### src/rtl/rate_tick_pkg.sv
package rate_tick_pkg;
  localparam int unsigned CPS_W   = 32;
  localparam int unsigned RATE_W  = 8;
  localparam int unsigned FRAC_W  = 4;
  localparam int unsigned N_TICK  = 5;
  localparam int unsigned BASE_IX = 3;   // index of the 1x strobe

  typedef enum int unsigned {
    TK_EIGHTH = 0,
    TK_QUARTER = 1,
    TK_HALF = 2,
    TK_BASE = 3,
    TK_DOUBLE = 4
  } tick_ix_e;
endpackage

### src/rtl/rate_change_det.sv
module rate_change_det #(
  parameter int unsigned CPS_W  = 32,
  parameter int unsigned RATE_W = 8
) (
  input  logic              clk_i,
  input  logic              rst_ni,
  input  logic [CPS_W-1:0]  cps_i,
  input  logic [RATE_W-1:0] rate_i,
  output logic              restart_o
);
  logic [CPS_W-1:0]  cps_q;
  logic [RATE_W-1:0] rate_q;
  logic              started_q;

  assign restart_o = !started_q || (cps_i != cps_q) || (rate_i != rate_q);

  always_ff @(posedge clk_i or negedge rst_ni) begin
    if (!rst_ni) begin
      cps_q     <= '0;
      rate_q    <= '0;
      started_q <= 1'b0;
    end else begin
      cps_q     <= cps_i;
      rate_q    <= rate_i;
      started_q <= 1'b1;
    end
  end

  p_rate_change_restart_r7: assert property (@(posedge clk_i) disable iff (!rst_ni)
    (rate_i != $past(rate_i)) |-> restart_o);
  p_cps_change_restart_r7: assert property (@(posedge clk_i) disable iff (!rst_ni)
    (cps_i != $past(cps_i)) |-> restart_o);
  p_quiet_when_stable_r7: assert property (@(posedge clk_i) disable iff (!rst_ni)
    ($past(started_q) && $stable(cps_i) && $stable(rate_i)) |-> !restart_o);
endmodule

### src/rtl/rate_period_calc.sv
module rate_period_calc #(
  parameter int unsigned CPS_W   = 32,
  parameter int unsigned RATE_W  = 8,
  parameter int unsigned FRAC_W  = 4,
  parameter int unsigned N_TICK  = 5,
  parameter int unsigned BASE_IX = 3,
  localparam int unsigned PROD_W = CPS_W + RATE_W,
  localparam int unsigned PER_W  = PROD_W - FRAC_W + (N_TICK - 1 - BASE_IX)
) (
  input  logic [CPS_W-1:0]  cps_i,
  input  logic [RATE_W-1:0] rate_i,
  output logic [PER_W-1:0]  period_o [N_TICK]
);
  logic [PROD_W-1:0] prod;
  logic [PER_W-1:0]  base;

  assign prod = PROD_W'(cps_i) * PROD_W'(rate_i);
  assign base = PER_W'(prod >> FRAC_W);

  for (genvar k = 0; k < N_TICK; k++) begin : g_scale
    if (k < BASE_IX) begin : g_div
      assign period_o[k] = base >> (BASE_IX - k);
    end else begin : g_mul
      assign period_o[k] = base << (k - BASE_IX);
    end
  end
endmodule

### src/rtl/rate_tick_counter.sv
module rate_tick_counter #(
  parameter int unsigned W = 37
) (
  input  logic         clk_i,
  input  logic         rst_ni,
  input  logic         restart_i,
  input  logic [W-1:0] period_i,
  output logic         tick_o
);
  logic [W-1:0] cnt_q;
  logic [W-1:0] reload;

  // zero period behaves like one: fire every clock
  assign reload = (period_i == '0) ? '0 : period_i - W'(1);

  always_ff @(posedge clk_i or negedge rst_ni) begin
    if (!rst_ni) begin
      cnt_q  <= '0;
      tick_o <= 1'b0;
    end else if (restart_i) begin
      cnt_q  <= reload;
      tick_o <= 1'b0;
    end else if (cnt_q == '0) begin
      cnt_q  <= reload;
      tick_o <= 1'b1;
    end else begin
      cnt_q  <= cnt_q - W'(1);
      tick_o <= 1'b0;
    end
  end

  p_restart_quiet_r7: assert property (@(posedge clk_i) disable iff (!rst_ni)
    restart_i |=> !tick_o);
  p_fire_on_expiry_r3: assert property (@(posedge clk_i) disable iff (!rst_ni)
    (!restart_i && cnt_q == '0) |=> tick_o);
  p_single_cycle_r2: assert property (@(posedge clk_i) disable iff (!rst_ni)
    (tick_o && period_i > W'(1) && !restart_i) |=> !tick_o);
  p_small_period_every_clk_r8: assert property (@(posedge clk_i) disable iff (!rst_ni)
    (tick_o && period_i <= W'(1) && !restart_i) |=> tick_o);
endmodule

### src/rtl/rate_tick_gen.sv
module rate_tick_gen
  import rate_tick_pkg::*;
#(
  parameter int unsigned CPS_BITS  = CPS_W,
  parameter int unsigned RATE_BITS = RATE_W,
  parameter int unsigned FRAC_BITS = FRAC_W,
  localparam int unsigned PER_W = CPS_BITS + RATE_BITS - FRAC_BITS + (N_TICK - 1 - BASE_IX)
) (
  input  logic                 clk_i,
  input  logic                 rst_ni,
  input  logic [CPS_BITS-1:0]  clks_per_sec_i,
  input  logic [RATE_BITS-1:0] base_rate_i,
  output logic [N_TICK-1:0]    tick_o,
  output logic                 sec_tick_o
);
  logic             restart;
  logic [PER_W-1:0] period [N_TICK];

  rate_change_det #(.CPS_W(CPS_BITS), .RATE_W(RATE_BITS)) u_det (
    .clk_i    (clk_i),
    .rst_ni   (rst_ni),
    .cps_i    (clks_per_sec_i),
    .rate_i   (base_rate_i),
    .restart_o(restart)
  );

  rate_period_calc #(
    .CPS_W(CPS_BITS), .RATE_W(RATE_BITS), .FRAC_W(FRAC_BITS),
    .N_TICK(N_TICK), .BASE_IX(BASE_IX)
  ) u_calc (
    .cps_i   (clks_per_sec_i),
    .rate_i  (base_rate_i),
    .period_o(period)
  );

  for (genvar k = 0; k < N_TICK; k++) begin : g_tick
    rate_tick_counter #(.W(PER_W)) u_cnt (
      .clk_i    (clk_i),
      .rst_ni   (rst_ni),
      .restart_i(restart),
      .period_i (period[k]),
      .tick_o   (tick_o[k])
    );
  end

  rate_tick_counter #(.W(CPS_BITS)) u_sec (
    .clk_i    (clk_i),
    .rst_ni   (rst_ni),
    .restart_i(restart),
    .period_i (clks_per_sec_i),
    .tick_o   (sec_tick_o)
  );

  // the cycle after the input-change cycle is always silent
  p_outputs_quiet_after_change_r7: assert property (@(posedge clk_i) disable iff (!rst_ni)
    restart |=> (tick_o == '0 && !sec_tick_o));
  p_double_implies_base_r5: assert property (@(posedge clk_i) disable iff (!rst_ni)
    (tick_o[TK_DOUBLE] && period[TK_BASE] > PER_W'(1) && !$past(restart)) |-> tick_o[TK_BASE]);
endmodule

### config.mk
export PLATFORM = sky130hd
export DESIGN_NAME = rate_tick_gen
export DESIGN_NICKNAME = d
export VERILOG_FILES = /design/src/rtl/rate_tick_pkg.sv /design/src/rtl/rate_change_det.sv /design/src/rtl/rate_period_calc.sv /design/src/rtl/rate_tick_counter.sv /design/src/rtl/rate_tick_gen.sv
export SDC_FILE = /design/constraint.sdc
export NUM_CORES = 1
export LEC_CHECK = 0
export BUFFER_PORTS_ARGS = -buffer_cell sky130_fd_sc_hd__buf_2
export CAP_MARGIN = 15
export CORE_MARGIN = 2
export CORE_UTILIZATION = 25
export DETAILED_ROUTE_END_ITERATION = 16
export GPL_TIMING_DRIVEN = 0
export HOLD_SLACK_MARGIN = 0.08
export PLACE_DENSITY = 0.45
export SYNTH_ARGS = -nofsm -noshare
export SYNTH_HDL_FRONTEND = slang
export SYNTH_HIERARCHICAL = 1
export SYNTH_SLANG_ARGS = --single-unit
### constraint.sdc
create_clock -name clk_i -period 3.41 [get_ports clk_i]
set_input_delay 0.682 -clock clk_i [delete_from_list [all_inputs] [get_ports clk_i]]
set_output_delay 0.682 -clock clk_i [all_outputs]
set_load 0.01 [all_outputs]
# --- After elaboration in Yosys (flattened, before gate mapping) ---
# Cells that the tools add are included.
totals:
  register_bits: 264
  inputBits: 42
  output_inout_bits: 6
  word_cells: 75
op_classes:
  n_addsub: 12
  n_mul: 1
  n_eq_ne: 2
  mux: 30
  n_reduce_logical: 15
ops:
  columns: ["operator", "n"]
  rows:
  - ["two-way mux 37 bit", 15]
  - ["zero test 37 bit", 10]
  - ["subtractor 37 x 1 -> 37 bit (second input constant)", 6]
  - ["two-way mux 32 bit", 3]
  - ["zero test 32 bit", 2]
  - ["subtractor 32 x 1 -> 32 bit (second input constant)", 2]
  - ["multiplier 32 x 8 -> 40 bit", 1]
  - ["subtractor 36 x 1 -> 37 bit (second input constant)", 1]
  - ["subtractor 35 x 1 -> 36 bit (second input constant)", 1]
  - ["subtractor 34 x 1 -> 35 bit (second input constant)", 1]
  - ["subtractor 33 x 1 -> 34 bit (second input constant)", 1]
  - ["!= test 32 bit", 1]
  - ["two-way mux 1 bit", 12]
  - ["!= test 8 bit", 1]
  - ["logical OR 1 bit", 2]
  - ["zero test 1 bit", 1]

# --- Longest topological paths before layout ---
# Gate-level depths: netlist of run 1.
depth:
  ltp_word: 5
  mapped_depth: 27
  mapped_depth_nobuf: 23

# --- Cells and area by module ---
# Netlist of run 1, hierarchy kept.
by_module_without_submodules:
  columns: ["module", "n_inst", "cells_each", "area_each_um2", "seq_area_each_um2"]
  rows:
  - ["rate_period_calc", 1, 1125, 9354.0, 0.0]
  - ["rate_tick_counter at g_tick[2].u_cnt ...", 3, 290, 2687.6, 950.9]
  - ["rate_tick_counter at g_tick[0].u_cnt", 1, 346, 3017.9, 950.9]
  - ["rate_tick_counter at g_tick[1].u_cnt", 1, 332, 2844.0, 950.9]
  - ["rate_tick_counter at u_sec", 1, 305, 2601.2, 825.8]
  - ["rate_change_det", 1, 97, 1467.7, 1026.0]

# --- Worst setup path after synthesis of run 1 ---
# Ideal clock, no wire load.
synth_path:
  path_type: "input -> register"
  from: "input port base_rate_i[7]"
  to: "register g_tick[0].u_cnt.cnt_q[21]"
  setup_time_ns: 0.120
  arrival_ns: 7.034
  required_ns: 3.290
  path_slack_ns: -3.744
  cell_stages: 22
  path_buffers: 3
  path_cell_list: "clkbuf_1 > and2_1 > fa_1 > fa_1 > fa_1 > inv_1 > fa_1 > inv_1 > ha_1 > a21oi_1 > o21ai_0 > a2111oi_0 > a21oi_1 > a21oi_1 > xnor2_1 > buf_4 > or4_1 > or4_4 > buf_6 > or4_4 > xnor2_2 > a31o_1"
synth_lines:
  columns: ["element", "line", "text"]
  rows:
  - ["from (decl)", "rate_tick_gen.sv:12", "input logic [RATE_BITS-1:0] base_rate_i,"]
  - ["to (signal assigned)", "rate_tick_counter.sv:21", "cnt_q <= reload;"]
  - ["to (signal assigned)", "rate_tick_counter.sv:24", "cnt_q <= reload;"]
  - ["to (signal assigned)", "rate_tick_counter.sv:27", "cnt_q <= cnt_q - W'(1);"]
  - ["to (decl)", "rate_tick_counter.sv:10", "logic [W-1:0] cnt_q;"]

==> reports/qor.txt, run 1 <==
First-pass GRT wire length: 144000 microns
Final net count: 3720
Share of cells above drive strength 1: 31.4%
Die area: 112000 sq um
Clock Tree Root: clkbuf_16
Syn Std Cell Area: 27300 sq um
Final hold vios: 0
Number of global-route vias before repair: 23700
GRT Total Usage: 16.5%
WS Path Type: in2reg
Num CTS Buffers: 38
CTS tree: built
Synth warnings: 6
Die width: 335 microns
Clock Sinks: 264
Fmax: 148 MHz
Die Y-Extent: 335 microns
CP peak stage delay: 0.57 ns
Crit path DAT: 7.21 ns
Critical Path RT: 3.86 ns
Worst Skew: 0.0306 ns
Most common library cell in the layout ignoring fill and taps: buf_4
I/O pins: 48
Worst-Skew Late Latency: 0.60 ns
Critical path startpoint category: input pin
Most frequent cells in the layout: buf_4 (337), dfrtp_1 (264), xnor2_1 (226), inv_1 (212), and2_1 (183)
Max_cap viols: 0
EDFF count, synth: 0
Vias: 23400
Initial DRC Count: 1415
Clk buf depth: 3
Failing checks: setup timing
H-tree Lvls: 2
Largest net degree at the start of global routing: 98
Initial Util: 25.2%
Gp weighted congestion: 0.813
Overall routed net length: 94700 microns
GRT overflow: 0
Share of flip-flops with an asynchronous set or reset: 100%
Worst-path clk slew: 0.05 ns
Seq/Total Area, Yosys: 24.2%
Slew headroom: 21.1%
Mean Syn Cell Area: 8.89 sq um
Final worst slack: -3.35 ns
Yosys reg bits: 264
Port bufs: 47
Placed wire-length estimate: 66900 microns
Fin Setup TNS: -581.74 ns
Hold buffer count at cts: 0
Worst slew pin tran: 1.18 ns
Status: finished with violations
Routed wire per std cell: 19.5 microns
Routed Antenna Nets: 0
Minimum clock period: 6.76 ns
Fill cells: 11200
Crit end category: flip-flop
Core footprint: 109000 sq um
Mapped Cells: 3075
Area Growth Syn to Fin: 34.8%
Period utilization: 198%
Final Setup Violations: 181
Netlist cell types: 83
Rows: 121
Vias/cell: 4.80
Post-Place Worst Slack: -4.79 ns
RSZ-0062 raised after global routing: true
Fin. max-slew vios: 0
CP dominant cell by count: buf_6
Critical path peak fanout: 8
Cell at the slowest stage of the critical path: fa_1
Number of antenna violations at the first check in global routing: 2
Hold crit path type: in2async
DRC errors left: 0
Most used DFF post-synth: dfrtp_1
Pre-Repair DR Iteration Count: 5
synth_stat cells, types with 68 or more instances:
library cell | count | area share, %
dfrtp_1 | 264 | 24
xnor2_1 | 246 | 7.9
inv_1 | 233 | 3.2
and2_1 | 215 | 4.9
fa_1 | 180 | 13
nand2_1 | 179 | 2.5
xor2_1 | 171 | 5.5
nor2_1 | 159 | 2.2
buf_4 | 152 | 4.2
nor4_1 | 116 | 2.7
o22ai_1 | 111 | 2.5
nor3_1 | 109 | 2.0
nand3_1 | 98 | 1.8
o21ai_0 | 92 | 1.7
clkbuf_1 | 70 | 0.96
ha_1 | 70 | 3.2
or4_1 | 68 | 1.9
cell families after synthesis:
kind of cell | Yosys count | share of synthesized area (%)
and+or+nand+nor | 1203 | 25.6
buffers and inverters | 495 | 9.46
xor gates and xnor gates | 418 | 13.4
AOI/OAI and AO/OA | 417 | 10.0
DFF | 264 | 24.2
adders and majority gates | 250 | 16.4
muxes | 26 | 0.952
other | 2 | 0.0275
worst max-delay path, delay by kind of cell:
family / cells / cell delay (ns)
AOI/OAI and AO/OA: 4 / 0.51
xor gates and xnor gates: 1 / 0.15
adders and majority gates: 5 / 2.34
buffers and inverters: 11 / 1.35
and+or+nand+nor: 8 / 2.17
through the flow:
step	area [sq um]	cells	hold WS, ns	utilization, %
finish	36900	4868	0.125	33.9
global route	36900	4866	0.185	33.9
CTS	34100	4745	0.129	31.4
detailed placement	30600	4565	0.441	28.1
global placement	30300	4546	0.425	27.9
floorplan	28300	3085	0.386	-
worst paths after layout:
kind / start / endpoint / slack, ns / cells past startpoint
max in group asynchronous: rst_ni / g_tick[2].u_cnt/cnt_q[34] / 2.33 / 2
worst max-delay path: base_rate_i[7] / g_tick[2].u_cnt/cnt_q[9] / -3.35 / 29
worst max register to register: u_det/rate_q[0] / g_tick[0].u_cnt/cnt_q[15] / -0.14 / 9
min in group clk_i: base_rate_i[3] / u_det/rate_q[3] / 0.25 / 1
worst min register to register: g_tick[1].u_cnt/cnt_q[36] / g_tick[1].u_cnt/tick_o / 0.45 / 1
worst min-delay path: rst_ni / g_tick[3].u_cnt/cnt_q[9] / 0.13 / 1
layout make-up:
class / instances / area, sq um / share of cell area [%]
Clock buffer: 51 / 1100 / 2.99
Clock inverter: 13 / 171 / 0.465
Antenna cell: 2 / 5.00 / 0.0136
Timing Repair Buffer: 314 / 2990 / 8.10
Buffer: 250 / 2210 / 6.00
Sequential cell: 264 / 6610 / 17.9
Tap cell: 1414 / 1770 / 4.80
Multi-Input combinational cell: 2327 / 21100 / 57.3
Inverter: 233 / 875 / 2.37
flip-flops by register name, indices dropped and copies added (netlist names):
signal and cells:
u_sec/cnt_q 32, g_tick.u_cnt/cnt_q 185, g_tick.u_cnt/tick_o 5, u_sec/tick_o 1, u_det/started_q 1, u_det/rate_q 8
u_det/cps_q 32
per-layer routing:
metal | routed length [microns] | up-vias | GRT usage (%)
met4 | 2650 | 0 | 4.95
met3 | 2670 | 128 | 1.70
met5 | 0 | - | 0
met1 | 44100 | 11600 | 22.3
li1 | - | 11200 | -
met2 | 45300 | 357 | 27.9
repair_timing:
item / in CTS / in global routing
pin swaps: 110 / 126
resized for setup: 234 / 367
buffers inserted: 107 / 125
cloned: 11 / 6
setup endpoints to repair: 214 / 214
Power of run 1 is not shown: default switching activity piles up to over one toggle a cycle in this logic, so the estimate is an artifact.
==> inputs of run 2 (changes only) <==
PLACE_DENSITY = 0.48   (was 0.45)
==> run 2 against run 1 <==
  * The flow still finishes with violations (setup timing)
  * Cell count shrank 0.58%
  * Register-to-register slack worse by 1.0 ns
  * Fmax grew 1.4%
  * Critical path type unchanged
  * Global-route usage hardly changed
  * Highest routed layer unchanged
  * Hold slack better by 0.15 ns
==> reports/qor.txt, run 2 (synthesized netlist as in run 1, its figures left out) <==
Die area: 112000 sq um (unchanged)
Period utilization: 196% (was 198%)
Share of cells above drive strength 1: 27.1% (was 31.4%)
Post-DP Area: 30600 sq um (about the same)
Clock Tree Root: clkbuf_16 (unchanged)
GRT overflow: 0 (unchanged)
Port bufs: 47 (unchanged)
First-pass GRT wire length: 145000 microns (was 144000 microns)
Vias: 23400 (about the same)
Initial DRC Count: 1299 (was 1415)
Cell at the slowest stage of the critical path: or4_4 (was fa_1)
Most frequent cells in the layout: buf_4 (339), dfrtp_1 (264), xnor2_1 (229), inv_1 (217), and2_1 (186) (was buf_4 (337), dfrtp_1 (264), xnor2_1 (226), inv_1 (212), and2_1 (183))
Worst slew pin tran: 1.23 ns (was 1.18 ns)
Max_cap viols: 0 (unchanged)
Placed wire-length estimate: 65600 microns (was 66900 microns)
Most flop-heavy register: g_tick.u_cnt/cnt_q (unchanged)
Final net count: 3691 (was 3720)
Hold Crit Depth: 1
Worst-Skew Late Latency: 0.59 ns (was 0.60 ns)
Reg2reg path depth: 9 (unchanged)
Worst-path clk slew: 0.06 ns (was 0.05 ns)
Clock Sinks: 264 (unchanged)
Pre-Repair DR Iteration Count: 5 (unchanged)
Vias/cell: 4.84 (was 4.80)
Crit path DAT: 7.08 ns (was 7.21 ns)
Fin. max-slew vios: 0 (unchanged)
Hold Path End: u_det/rate_q[4]
Reg2reg setup slack: -1.16 ns (was -0.14 ns)
Most common library cell in the layout ignoring fill and taps: buf_4 (unchanged)
Critical path startpoint category: input pin (unchanged)
RSZ-0062 raised after global routing: true (unchanged)
Routed wire per std cell: 19.2 microns (was 19.5 microns)
Die width: 335 microns (unchanged)
Routed Antenna Nets: 0 (unchanged)
Largest net degree at the start of global routing: 84 (was 98)
H-tree Lvls: 2 (unchanged)
Status: finished with violations (unchanged)
GRT Total Usage: 16.5% (about the same)
Reg-to-Reg End: u_sec/cnt_q[17] (was g_tick[0].u_cnt/cnt_q[15])
Failing checks: setup timing (unchanged)
Hold crit path type: in2reg (was in2async)
Critical path peak fanout: 10 (was 8)
Critical Path RT: 3.82 ns (was 3.86 ns)
Core footprint: 109000 sq um (unchanged)
Worst Skew: 0.0336 ns (was 0.0306 ns)
Fill cells: 11300 (was 11200)
CP peak stage delay: 0.54 ns (was 0.57 ns)
WS Path Type: in2reg (unchanged)
Final hold vios: 0 (unchanged)
Num CTS Buffers: 36 (was 38)
Gp weighted congestion: 0.822 (was 0.813)
CTS tree: built (unchanged)
Area Growth Syn to Fin: 30.3% (was 34.8%)
Minimum clock period: 6.67 ns (was 6.76 ns)
Rows: 121 (unchanged)
Overall routed net length: 93100 microns (was 94700 microns)
Clk buf depth: 3 (unchanged)
Final worst slack: -3.26 ns (was -3.35 ns)
Max reg flops: 185 (unchanged)
DRC errors left: 0 (unchanged)
Hold Startpoint: base_rate_i[4]
Fmax: 150 MHz (was 148 MHz)
Design area: 35600 sq um (was 36900 sq um)
Die Y-Extent: 335 microns (unchanged)
CP dominant cell by count: fa_1 (was buf_6)
Number of antenna violations at the first check in global routing: 2 (unchanged)
Slew headroom: 17.2% (was 21.1%)
Reg2reg start: u_det/rate_q[0] (unchanged)
Initial Util: 25.2% (unchanged)
Number of global-route vias before repair: 24300 (was 23700)
Biggest registers after layout: g_tick.u_cnt/cnt_q x185, u_det/cps_q x32, u_sec/cnt_q x32 (unchanged)
Final Setup Violations: 214 (was 181)
I/O pins: 48 (unchanged)
Crit end category: flip-flop (unchanged)
## run 2: changes by cell type in the layout (fill, tap and decap cells not counted), moves of 6 or more
| cell | before | now |
|---|---|---|
| buf_8 | 22 | 12 |
| fa_2 | 14 | 4 |
| fa_1 | 166 | 176 |
| o22ai_1 | 42 | 96 |
| nand3_1 | 52 | 64 |
| xor2_2 | 9 | 3 |
| o22ai_2 | 66 | 14 |
| o21ai_2 | 30 | 9 |
| buf_12 | 22 | 15 |
| o21ai_1 | 23 | 41 |
| nand3_4 | 19 | 3 |
| buf_6 | 82 | 60 |
## run 2: timing repair
action | CTS | global route
resized for setup | 273 | 126
buffers inserted | 155 | 55
pin swaps | 121 | 80
cloned | 11 | 3
endpoints found under the setup margin | 215 | 215
hold endpoints to repair | 51 | 0
hold buffers | 1 | 0
## run 2: area by class of cell
type                    count  area [sq um]  area share, %
well taps                1414          1770           4.96
multi-input cells        2326         20200           56.8
clock buffers              45           965           2.71
inverters                 233           875           2.45
repair buffers            289          2670           7.48
flip-flops and latches    264          6610           18.5
plain buffers             249          2200           6.17
diodes                      1          2.50        0.00702
clock inverters            19           312          0.874
## run 2: worst max-delay path by stage
| stage | endpoint | slack (ns) | startpoint |
|---|---|---|---|
| after global placement | g_tick[0].u_cnt/cnt_q[11] | -5.15 | base_rate_i[6] |
| after detailed placement | g_tick[0].u_cnt/cnt_q[11] | -4.81 | base_rate_i[6] |
| after CTS | g_tick[3].u_cnt/cnt_q[24] | -3.20 | base_rate_i[5] |
| after global routing | g_tick[3].u_cnt/cnt_q[18] | -3.46 | base_rate_i[6] |
| final | g_tick[4].u_cnt/cnt_q[11] | -3.26 | base_rate_i[3] |
| after floorplan | g_tick[0].u_cnt/cnt_q[21] | -3.23 | base_rate_i[2] |
## run 2: critical path: cells and delay by family
kind	cells	cell delay [ns]
AO/OA/AOI/OAI	7	1.45
buffers and inverters	8	1.11
adder cells (fa/ha/maj)	5	2.24
AND/OR/NAND/NOR	5	1.46
XOR/XNOR	1	0.14
## run 2: metrics by stage
step | std cells | setup WS, ns | setup TNS, ns | util [%] | hold WS (ns)
floorplan | 3085 | -3.23 | -551.60 | - | 0.386
global placement | 4546 | -5.15 | -1968.07 | 27.9 | 0.430
detailed placement | 4565 | -4.81 | -862.29 | 28.2 | 0.438
CTS | 4793 | -3.20 | -581.19 | 31.9 | 0.218
global route | 4840 | -3.46 | -625.10 | 32.8 | 0.244
finish | 4840 | -3.26 | -583.65 | 32.8 | 0.271
## run 2: layer usage
| metal | vias to the layer above | global-route usage (%) | share of wire, % |
|---|---|---|---|
| li1 | 11200 | - | - |
| met4 | 0 | 5.48 | 3.1 |
| met1 | 11700 | 22.2 | 47 |
| met2 | 424 | 27.8 | 47 |
| met3 | 135 | 1.61 | 2.9 |
| met5 | - | 0 | 0 |
Power of run 2 is left out for the same reason.
==> inputs of run 3 (changes only) <==
BUFFER_PORTS_ARGS = -buffer_cell sky130_fd_sc_hd__buf_4   (was -buffer_cell sky130_fd_sc_hd__buf_2)
SETUP_SLACK_MARGIN = 0.05   (was default)
SYNTH_HIERARCHICAL = default   (was 1)
==> run 3 against run 2 <==
  * The run still ends with setup timing left
  * Via count is 3.2% lower
  * Critical endpoint is now g_tick[0].u_cnt.cnt_q[34]
  * Wire length down 2.3%
  * First-iteration DRC count up 21%
  * Die area decreased by 7.5%
==> reports/qor.txt, run 3 <==
Fin Setup TNS: -499.82 ns (was -583.65 ns)
Post-DP Area: 28300 sq um (was 30600 sq um)
Worst-path clk slew: 0.06 ns (about the same)
Die area: 104000 sq um (was 112000 sq um)
I/O pins: 48 (unchanged)
Max_cap viols: 0 (unchanged)
Worst Skew: 0.0356 ns (was 0.0336 ns)
Die width: 322 microns (was 335 microns)
Register Area: 6610 sq um (unchanged)
Core footprint: 100000 sq um (was 109000 sq um)
Overall routed net length: 91000 microns (was 93100 microns)
Hold Path End: u_det.rate_q[1] (was u_det/rate_q[4])
Clock Tree Root: clkbuf_16 (unchanged)
Crit-path cells: buf_4 -> clkbuf_8 -> and2_1 -> fa_1 -> fa_1 -> fa_1 -> inv_1 -> fa_1 -> inv_1 -> ha_4 -> a21oi_2 -> o21a_1 -> o211ai_1 -> o31ai_2 -> or3b_4 -> xor2_4 -> or3_1 -> buf_6 -> nor4_4 -> buf_4 -> buf_8 -> nand3_4 -> nand3b_4 -> o21ai_1
Netlist cell types: 96 (was 83)
Multi-input logic area: 20900 sq um (was 20200 sq um)
Initial DRC Count: 1571 (was 1299)
Synth top cells by count: nand2_1 (343), dfrtp_1 (264), inv_1 (240), xnor2_1 (231), and2_1 (197) (was dfrtp_1 (264), xnor2_1 (246), inv_1 (233), and2_1 (215), fa_1 (180))
Status: finished with violations (unchanged)
Clock Sinks: 264 (unchanged)
Reg-to-Reg End: g_tick[0].u_cnt.cnt_q[17] (was u_sec/cnt_q[17])
Die Y-Extent: 322 microns (was 335 microns)
Routed Antenna Nets: 0 (unchanged)
Fill cells: 10100 (was 11300)
Pre-Repair DR Iteration Count: 6 (was 5)
Most used DFF post-synth: dfrtp_1 (unchanged)
Reg2reg start: g_tick[0].u_cnt.cnt_q[2] (was u_det/rate_q[0])
Critical path startpoint category: input pin (unchanged)
First-pass GRT wire length: 141000 microns (was 145000 microns)
Seq/Total Area, Yosys: 26.1% (was 24.2%)
Final Setup Violations: 182 (was 214)
Clk buf depth: 3 (unchanged)
Post-placement cell count: 4323 (was 4565)
Area Growth Syn to Fin: 41.5% (was 30.3%)
Port bufs: 47 (unchanged)
Vias: 22700 (was 23400)
Gp weighted congestion: 0.992 (was 0.822)
Fmax: 159 MHz (was 150 MHz)
Share of cells above drive strength 1: 31.2% (was 27.1%)
Fin cells: 4626 (was 4840)
Vias/cell: 4.91 (was 4.84)
WS Path Type: in2reg (unchanged)
Design area: 35800 sq um (was 35600 sq um)
Post-synth top area share: 26.1% (was 24.2%)
Initial Util: 25.2% (about the same)
Reg2reg path depth: 12 (was 9)
DRC errors left: 0 (unchanged)
Num CTS Buffers: 36 (unchanged)
Period utilization: 184% (was 196%)
Number of global-route vias before repair: 23200 (was 24300)
Failing checks: setup timing (unchanged)
Slew headroom: 25.7% (was 17.2%)
Placed wire-length estimate: 66600 microns (was 65600 microns)
Final net count: 3592 (was 3691)
Worst-Skew Late Latency: 0.61 ns (was 0.59 ns)
Mean Syn Cell Area: 8.52 sq um (was 8.89 sq um)
Minimum clock period: 6.29 ns (was 6.67 ns)
Final hold vios: 0 (unchanged)
Most flop-heavy register: g_tick.u_cnt.cnt_q (was g_tick.u_cnt/cnt_q)
Yosys reg bits: 264 (unchanged)
H-tree Lvls: 2 (unchanged)
RSZ-0062 raised after global routing: true (unchanged)
Most common library cell in the layout ignoring fill and taps: nand2_1 (was buf_4)
Hold Startpoint: base_rate_i[1] (was base_rate_i[4])
Fin. max-slew vios: 0 (unchanged)
Critical path peak fanout: 10 (unchanged)
Number of antenna violations at the first check in global routing: 0 (was 2)
Synth warnings: 0 (was 6)
Cell at the slowest stage of the critical path: fa_1 (was or4_4)
Routed wire per std cell: 19.7 microns (was 19.2 microns)
Worst slew pin tran: 1.11 ns (was 1.23 ns)
Share of flip-flops with an asynchronous set or reset: 100% (unchanged)
GRT Total Usage: 17.6% (was 16.5%)
Largest net degree at the start of global routing: 110 (was 84)
Hold crit path type: in2reg (unchanged)
Leading cell type by number of instances after synthesis: nand2_1 (was dfrtp_1)
Reg2reg setup slack: -0.98 ns (was -1.16 ns)
Biggest registers after layout: g_tick.u_cnt.cnt_q x185, u_det.cps_q x32, u_sec.cnt_q x32 (was g_tick.u_cnt/cnt_q x185, u_det/cps_q x32, u_sec/cnt_q x32)
Max reg flops: 185 (unchanged)
Final core utilization: 35.7% (was 32.8%)
Rows: 116 (was 121)
Yosys top cell by area: dfrtp_1 (unchanged)
Top cells by area, synth: dfrtp_1 (26%), fa_1 (14%), xnor2_1 (8.0%) (was dfrtp_1 (24%), fa_1 (13%), xnor2_1 (7.9%))
GRT overflow: 0 (unchanged)
Critical Path RT: 3.92 ns (was 3.82 ns)
Syn Nets: 3260
CP dominant cell by count: fa_1 (unchanged)
Most frequent cells in the layout: nand2_1 (265), dfrtp_1 (264), buf_4 (241), inv_1 (229), xnor2_1 (207) (was buf_4 (339), dfrtp_1 (264), xnor2_1 (229), inv_1 (217), and2_1 (186))
CTS tree: built (unchanged)
EDFF count, synth: 0 (unchanged)
Final worst slack: -2.88 ns (was -3.26 ns)
CP peak stage delay: 0.54 ns (about the same)
Hold Crit Depth: 1 (unchanged)
Crit path DAT: 6.79 ns (was 7.08 ns)
Syn Std Cell Area: 25300 sq um (was 27300 sq um)
Mapped Cells: 2967 (was 3075)
Crit end category: flip-flop (unchanged)
[run 3: cells by family after synthesis]
group | after synthesis | share of synthesized area, %
AOI/OAI and AO/OA | 433 | 10.4
adders and majority gates | 251 | 17.8
and+or+nand+nor | 1198 | 24.6
muxes | 29 | 1.17
DFF | 264 | 26.1
buffers and inverters | 397 | 6.19
xor gates and xnor gates | 394 | 13.7
other | 1 | 0.0148
[run 3: per-layer routing]
metal	up-vias	share of wire, %	global-route usage (%)
met5	-	0	0
met3	191	5.2	2.92
li1	10600	-	-
met4	0	3.9	6.24
met2	579	46	28.5
met1	11300	45	23.6
[run 3: critical path, delay by kind of cell]
family	cells	cell delay, ns
simple gates	6	1.65
buf+inv	7	0.92
xor+xnor	1	0.18
compound gates	5	0.94
fa+ha+maj	5	2.38
[run 3: final cells by class]
class | instances | area share [%]
Sequential cell | 264 | 18.5
Clock inverter | 13 | 0.409
Buffer | 148 | 4.86
Clock buffer | 53 | 3.00
Inverter | 241 | 2.54
Multi-Input combinational cell | 2307 | 58.4
Tap cell | 1298 | 4.54
Antenna cell | 1 | 0.00699
Timing Repair Buffer | 301 | 7.82
[run 3: through the flow]
step | hold WS, ns | setup WS (ns)
final | 0.216 | -2.88
after global placement | 0.477 | -5.28
after detailed placement | 0.488 | -4.97
after floorplan | 0.386 | -3.04
after global routing | 0.199 | -3.03
after CTS | 0.190 | -2.66
[run 3: what timing repair did]
action	CTS	global route
pin swaps	182	82
endpoints found under the setup margin	190	216
hold endpoints to repair	65	0
buffers inserted	188	38
resized for setup	623	254
gates cloned	14	4
hold buffers	1	0
[run 3: worst max path at each step]
stage,endpoint,cells after the start,start
floorplan,g_tick[2].u_cnt.cnt_q[28],24,clks_per_sec_i[9]
global placement,g_tick[4].u_cnt.cnt_q[32],23,base_rate_i[2]
detailed placement,g_tick[4].u_cnt.cnt_q[32],22,base_rate_i[1]
CTS,g_tick[4].u_cnt.cnt_q[24],29,base_rate_i[4]
global route,g_tick[2].u_cnt.cnt_q[28],25,base_rate_i[7]
finish,g_tick[0].u_cnt.cnt_q[34],24,clks_per_sec_i[16]
Power of run 3 is left out for the same reason.
